File: src/rtl/wreg_pkg.sv
// Package: shared widths for the two-byte register block.
// Assumes a register exactly two bus bytes wide.
package wreg_pkg;
    localparam int BYTE_W = 8;
    localparam int LANES  = 2;
    localparam int WORD_W = BYTE_W * LANES;
endpackage

File: src/rtl/wreg_wr_path.sv
// Write path: turns byte writes into per-byte update requests.
// With STAGED=1 the even byte is held until the odd byte arrives, then both
// bytes update together. Assumes at most one write request per cycle.
module wreg_wr_path
    import wreg_pkg::*;
#(
    parameter bit STAGED = 1'b1
) (
    input  logic              clk,
    input  logic              rst_n,
    input  logic              wr_lo,
    input  logic              wr_hi,
    input  logic [BYTE_W-1:0] wdata,
    output logic              upd_lo,
    output logic              upd_hi,
    output logic [WORD_W-1:0] upd_data
);
    generate
        if (STAGED) begin : g_staged
            logic [BYTE_W-1:0] pend_q;

            // Hold the most recent even-byte write until the odd byte commits.
            always_ff @(posedge clk) begin
                if (!rst_n)     pend_q <= '0;
                else if (wr_lo) pend_q <= wdata;
            end

            // Both byte lanes update only on the odd-byte write.
            always_comb begin
                upd_lo   = wr_hi;
                upd_hi   = wr_hi;
                upd_data = {wdata, pend_q};
            end


            stage_quiet_chk: assert property (@(posedge clk) disable iff (!rst_n)
                wr_lo |-> !(upd_lo || upd_hi));
        end else begin : g_direct
            // Each byte write goes straight to its own lane.
            always_comb begin
                upd_lo   = wr_lo;
                upd_hi   = wr_hi;
                upd_data = {wdata, wdata};
            end


            direct_lane_chk: assert property (@(posedge clk) disable iff (!rst_n)
                wr_lo |-> (upd_lo && !upd_hi));
        end
    endgenerate
endmodule

File: src/rtl/wreg_rd_path.sv
// Read path: returns the addressed byte one cycle after the request.
// With CAPTURE=1 an even-byte read copies the whole value and the odd byte
// is served from that copy. It also produces the clear requests for the
// read-clear option. Assumes at most one read request per cycle.
module wreg_rd_path
    import wreg_pkg::*;
#(
    parameter bit CAPTURE   = 1'b1,
    parameter bit READ_CLRS = 1'b0
) (
    input  logic              clk,
    input  logic              rst_n,
    input  logic              rd_lo,
    input  logic              rd_hi,
    input  logic [WORD_W-1:0] value,
    output logic [BYTE_W-1:0] rdata,
    output logic              rvalid,
    output logic              rd_acc,
    output logic              clr_lo,
    output logic              clr_hi
);
    // Raise the valid flag the cycle after any read of the pair.
    always_ff @(posedge clk) begin
        if (!rst_n) rvalid <= 1'b0;
        else        rvalid <= rd_lo | rd_hi;
    end

    generate
        if (CAPTURE) begin : g_capture
            logic [WORD_W-1:0] snap_q;

            // Copy the full value on an even-byte read.
            always_ff @(posedge clk) begin
                if (!rst_n)     snap_q <= '0;
                else if (rd_lo) snap_q <= value;
            end

            // Return the live low byte or the captured high byte.
            always_ff @(posedge clk) begin
                if (!rst_n)     rdata <= '0;
                else if (rd_lo) rdata <= value[BYTE_W-1:0];
                else if (rd_hi) rdata <= snap_q[WORD_W-1:BYTE_W];
            end

            // Only the capturing read counts as an access or clears.
            always_comb begin
                rd_acc = rd_lo;
                clr_lo = rd_lo & READ_CLRS;
                clr_hi = rd_lo & READ_CLRS;
            end


            snap_hi_chk: assert property (@(posedge clk) disable iff (!rst_n)
                rd_hi |=> rdata == $past(snap_q[WORD_W-1:BYTE_W]));
        end else begin : g_live
            // Return the addressed byte of the live value.
            always_ff @(posedge clk) begin
                if (!rst_n)     rdata <= '0;
                else if (rd_lo) rdata <= value[BYTE_W-1:0];
                else if (rd_hi) rdata <= value[WORD_W-1:BYTE_W];
            end

            // Every byte read is an access and clears its own byte.
            always_comb begin
                rd_acc = rd_lo | rd_hi;
                clr_lo = rd_lo & READ_CLRS;
                clr_hi = rd_hi & READ_CLRS;
            end


            live_hi_chk: assert property (@(posedge clk) disable iff (!rst_n)
                rd_hi |=> rdata == $past(value[WORD_W-1:BYTE_W]));
        end
    endgenerate


    rvalid_on_read_chk: assert property (@(posedge clk) disable iff (!rst_n)
        (rd_lo || rd_hi) |=> rvalid);

    rvalid_idle_chk: assert property (@(posedge clk) disable iff (!rst_n)
        !(rd_lo || rd_hi) |=> !rvalid);
endmodule

File: src/rtl/wreg_store.sv
// Value store: the 16-bit register and the two hardware strobes.
// Applies per-byte updates from the write path and clears from the read path.
// Assumes an update and a clear never target the same cycle.
module wreg_store
    import wreg_pkg::*;
#(
    parameter logic [WORD_W-1:0] RESET_VAL = '0
) (
    input  logic              clk,
    input  logic              rst_n,
    input  logic              upd_lo,
    input  logic              upd_hi,
    input  logic [WORD_W-1:0] upd_data,
    input  logic              clr_lo,
    input  logic              clr_hi,
    input  logic              rd_acc,
    output logic [WORD_W-1:0] value,
    output logic              acc,
    output logic              mod
);
    // Update or clear each byte lane on its own request.
    always_ff @(posedge clk) begin
        if (!rst_n) begin
            value <= RESET_VAL;
        end else begin
            if (upd_lo)      value[BYTE_W-1:0] <= upd_data[BYTE_W-1:0];
            else if (clr_lo) value[BYTE_W-1:0] <= '0;
            if (upd_hi)      value[WORD_W-1:BYTE_W] <= upd_data[WORD_W-1:BYTE_W];
            else if (clr_hi) value[WORD_W-1:BYTE_W] <= '0;
        end
    end

    // Strobes mark the cycle in which a change or access is decided.
    always_comb begin
        mod = upd_lo | upd_hi | clr_lo | clr_hi;
        acc = mod | rd_acc;
    end


    hi_commit_chk: assert property (@(posedge clk) disable iff (!rst_n)
        upd_hi |=> value[WORD_W-1:BYTE_W] == $past(upd_data[WORD_W-1:BYTE_W]));

    full_clear_chk: assert property (@(posedge clk) disable iff (!rst_n)
        (clr_lo && clr_hi) |=> value == '0);

    value_hold_chk: assert property (@(posedge clk) disable iff (!rst_n)
        ($past(rst_n) && !$past(mod)) |-> $stable(value));
endmodule

File: src/rtl/wide_reg16.sv
// Top: a 16-bit register on an 8-bit bus at BASE_ADDR (even) and BASE_ADDR+1.
// Build options select staged writes, captured reads and read-clear.
// Assumes one bus request per cycle and BASE_ADDR even.
module wide_reg16
    import wreg_pkg::*;
#(
    parameter int                ADDR_W    = 4,
    parameter logic [ADDR_W-1:0] BASE_ADDR = 4'h6,
    parameter bit                STAGED    = 1'b1,
    parameter bit                CAPTURE   = 1'b1,
    parameter bit                READ_CLRS = 1'b0,
    parameter logic [WORD_W-1:0] RESET_VAL = 16'h1234
) (
    input  logic              clk,
    input  logic              rst_n,
    input  logic              bus_req,
    input  logic              bus_we,
    input  logic [ADDR_W-1:0] bus_addr,
    input  logic [BYTE_W-1:0] bus_wdata,
    output logic [BYTE_W-1:0] bus_rdata,
    output logic              bus_rvalid,
    output logic [WORD_W-1:0] hw_value,
    output logic              hw_acc,
    output logic              hw_mod
);
    localparam logic [ADDR_W-2:0] PAIR = BASE_ADDR[ADDR_W-1:1];

    logic hit, wr_lo, wr_hi, rd_lo, rd_hi;
    logic upd_lo, upd_hi, clr_lo, clr_hi, rd_acc;
    logic [WORD_W-1:0] upd_data;

    // Decode the byte pair and the lane from the address.
    always_comb begin
        hit   = bus_req && (bus_addr[ADDR_W-1:1] == PAIR);
        wr_lo = hit &&  bus_we && !bus_addr[0];
        wr_hi = hit &&  bus_we &&  bus_addr[0];
        rd_lo = hit && !bus_we && !bus_addr[0];
        rd_hi = hit && !bus_we &&  bus_addr[0];
    end

    wreg_wr_path #(.STAGED(STAGED)) u_wr (
        .clk(clk), .rst_n(rst_n), .wr_lo(wr_lo), .wr_hi(wr_hi),
        .wdata(bus_wdata), .upd_lo(upd_lo), .upd_hi(upd_hi), .upd_data(upd_data)
    );

    wreg_rd_path #(.CAPTURE(CAPTURE), .READ_CLRS(READ_CLRS)) u_rd (
        .clk(clk), .rst_n(rst_n), .rd_lo(rd_lo), .rd_hi(rd_hi), .value(hw_value),
        .rdata(bus_rdata), .rvalid(bus_rvalid), .rd_acc(rd_acc),
        .clr_lo(clr_lo), .clr_hi(clr_hi)
    );

    wreg_store #(.RESET_VAL(RESET_VAL)) u_store (
        .clk(clk), .rst_n(rst_n), .upd_lo(upd_lo), .upd_hi(upd_hi),
        .upd_data(upd_data), .clr_lo(clr_lo), .clr_hi(clr_hi), .rd_acc(rd_acc),
        .value(hw_value), .acc(hw_acc), .mod(hw_mod)
    );


    mod_needs_acc_chk: assert property (@(posedge clk) disable iff (!rst_n)
        hw_mod |-> hw_acc);

    miss_quiet_chk: assert property (@(posedge clk) disable iff (!rst_n)
        !hit |-> !(hw_acc || hw_mod));
endmodule

File: config.mk
export PLATFORM = sky130hd
export DESIGN_NAME = wide_reg16
export DESIGN_NICKNAME = d
export VERILOG_FILES = /design/src/rtl/wreg_pkg.sv /design/src/rtl/wreg_wr_path.sv /design/src/rtl/wreg_rd_path.sv /design/src/rtl/wreg_store.sv /design/src/rtl/wide_reg16.sv
export SDC_FILE = /design/constraint.sdc
export NUM_CORES = 1
export LEC_CHECK = 0
export ABC_CLOCK_PERIOD_IN_PS = 1100
export BUFFER_PORTS_ARGS = -buffer_cell sky130_fd_sc_hd__buf_2
export CAP_MARGIN = 20
export CORE_ASPECT_RATIO = 1.1
export CORE_MARGIN = 10
export CORE_UTILIZATION = 46
export DETAILED_ROUTE_END_ITERATION = 8
export PLACE_DENSITY_LB_ADDON = 0.15
export SYNTH_ARGS = -nofsm -noshare
export SYNTH_HDL_FRONTEND = slang
export SYNTH_SLANG_ARGS = --single-unit
File: constraint.sdc
create_clock -name clk -period 1.1 [get_ports clk]
set_input_delay 0.22 -clock clk [delete_from_list [all_inputs] [get_ports clk]]
set_output_delay 0.22 -clock clk [all_outputs]
set_load 0.02 [all_outputs]
==> impl_metrics.json <==
{
  "status": "finished with violations",
  "violations": "negative setup slack",
  "p_int_w": 0.00189,
  "seqCellArea_um2": 851,
  "whs_ns": 0.109,
  "netlist_instances": 168,
  "yosysSeqAreaShare_pct": 49.2,
  "drt-wirelength-per-cell_um": 15.3,
  "die_width_um": 77.4,
  "port_buffers": 42,
  "hpwl_um": 3090,
  "synthDistinctLibCells": 21,
  "final_common_cell": "nand2_1",
  "place_inst": 263,
  "initial_core_util_pct": 48.8,
  "cts_num_sinks": 41,
  "postCtsHoldBufs": 0,
  "area_growth_pct": 40.2,
  "antenna_left": 0,
  "numCtsBuffers": 5,
  "grt_pass1_wl_um": 6840,
  "period_share_pct": 115,
  "rsz0062_at_grt": "true",
  "place_congestion": 0.854,
  "die_height_um": 83.1,
  "grt_usage_pct": 13.0,
  "ctsHtreeMaxLevel": 2,
  "dr.first_iter.drc_count": 85,
  "synth_area_mm2": 0.00167,
  "ys_ff_latch": 41,
  "core.rowCount": 22,
  "core-area_mm2": 0.00341,
  "final_nets": 247,
  "ir_worst_vdd_uv": 631,
  "critical_path_class": "in -> out",
  "finalSetupTns_ns": -0.208,
  "stdcell_count": 279,
  "worstPathArrival_ns": 1.04,
  "clock_latency_ns": 0.35,
  "synth_edf_count": 0,
  "vias": 1455,
  "clkTransAtPathRegs_ns": 0.11,
  "final_cell_mix": "nand2_1, buf_4, mux2i_1",
  "multi_input_area_um2": 792,
  "swShare_pct": 24.0,
  "overflow": 0,
  "powerDensity_mw_per_mm2": 1060,
  "cts_max_path_buffers": 2,
  "crit_path_max_fanout": 4,
  "setup_violations": 2,
  "worst_pin_slew_ns": 0.284,
  "first_pass_iters": 4,
  "start_kind": "primary input",
  "max_cap_viol_count": 0,
  "synth_flop_cell": "dfxtp_1",
  "wl_um": 4280,
  "async_reset_ff_share_pct": 0,
  "design_area_mm2": 0.00234,
  "syn_avg_cell_area_um2": 9.92,
  "antenna_cells": 0,
  "grt_max_degree": 28,
  "final.fill_count": 278,
  "end_kind": "output port",
  "placed_area_mm2": 0.00203,
  "hold_viol": 0,
  "drc_errors": 0,
  "syn_nets": 184,
  "finalCriticalPeriod_ns": 1.26,
  "setup_ws_ns": -0.164,
  "cts_tree": "yes",
  "slew_headroom_pct": 80.8,
  "fin_skew_ns": 0.00938,
  "fmax_mhz": 791,
  "die_area_mm2": 0.00643,
  "combPwrFrac_pct": 8.4,
  "p_leak_nw": 0.969,
  "drv_slew": 0,
  "cts_root_buf": "clkbuf_4",
  "viasPerCell": 5.22,
  "layout-drive-gt1-share_pct": 49.4,
  "p_seq_share_pct": 60.4,
  "yosysWarnings": 0,
  "grt_pass1_vias": 1436,
  "power_frac_clock_pct": 31.2,
  "antenna_found_initial": 0,
  "switchingPower_w": 0.000594,
  "hold_class": "in -> reg",
  "boundaryPins": 43,
  "cp.required_ns": 0.88
}
[timing repair]
action / in CTS / in global routing
gates resized for setup: 35 / 39
endpoints found under the setup margin: 16 / 45
gates cloned: 0 / 0
buffers inserted: 3 / 7
pin swaps: 1 / 1
[worst paths after layout]
path / endpoint / from / cells past startpoint / slack [ns]
worst max-delay path: hw_acc / bus_addr[3] / 5 / -0.16
worst min-delay path: u_wr.g_staged.pend_q[1] / bus_wdata[1] / 3 / 0.11
worst max register to register: u_rd.rdata[5] / u_store.value[5] / 4 / 0.04
worst min register to register: u_rd.g_capture.snap_q[8] / u_rd.g_capture.snap_q[8] / 2 / 0.46
[cell type report]
| cell class | instances | share of cell area [%] |
|---|---|---|
| clock buffers | 7 | 2.36 |
| flip-flops and latches | 41 | 36.4 |
| repair buffers | 70 | 23.8 |
| well taps | 48 | 2.57 |
| multi-input cells | 107 | 33.9 |
| inverters | 6 | 0.964 |
[flip-flops by register name, indices dropped and copies added, names as in the netlist]
name,count
u_rd.rdata,8
u_rd.rvalid,1
u_wr.g_staged.pend_q,8
u_rd.g_capture.snap_q,8
u_store.value,16
[layer usage]
layer | global-route usage [%] | vias up | part of all wire [%]
met5 | 0 | - | 0
met1 | 14.0 | 693 | 41
li1 | - | 711 | -
met4 | 6.27 | 0 | 1.3
met3 | 5.39 | 7 | 6.9
met2 | 21.3 | 44 | 51
[per-stage QoR]
stage	utilization [%]	setup WS, ns	total power [W]
3_5_place_dp	59.4	-0.289	0.00172
4_1_cts	64.0	-0.166	0.00247
2_1_floorplan	-	-0.0362	0.00164
6_report	68.4	-0.164	0.00248
3_3_place_gp	59.4	-0.250	0.00171
5_1_grt	68.4	-0.190	0.00257
[worst max-delay path, cell delays in order]
cell	delay, ns
buf_6	0.09
nand4b_4	0.18
or3_4	0.36
o21ai_4	0.07
buf_6	0.13
[logic make-up (layout without fill, tap and decap cells)]
logic type | after synthesis | in the layout | synth area share (%)
AND/OR/NAND/NOR | 52 | 52 | 15.2
flip-flops | 41 | 41 | 49.2
multiplexers | 35 | 35 | 21.0
buffers and inverters | 20 | 83 | 5.48
AO/OA/AOI/OAI | 20 | 20 | 9.01
[cell usage after synthesis, types with 2 or more instances]
cell type | n | area [um^2]
dfxtp_1 | 41 | 821
nand2_1 | 38 | 143
mux2i_1 | 35 | 350
clkbuf_1 | 8 | 30.0
a31o_2 | 7 | 61.3
nor4_1 | 7 | 43.8
o21ai_0 | 6 | 30.0
inv_1 | 5 | 18.8
o311ai_0 | 5 | 43.8
buf_2 | 4 | 20.0
nor2_1 | 2 | 7.51
[power groups by stage]
| stage | Combinational, W | Sequential, W | Clock [W] |
|---|---|---|---|
| after global placement | 0.000179 | 0.00153 | 0 |
| after global routing | 0.000228 | 0.00150 | 0.000844 |
| after floorplan | 0.000103 | 0.00154 | 0 |
| after detailed placement | 0.000185 | 0.00153 | 0 |
| final | 0.000209 | 0.00150 | 0.000773 |
| after CTS | 0.000197 | 0.00150 | 0.000775 |
Power figures use the tool's default switching activity.
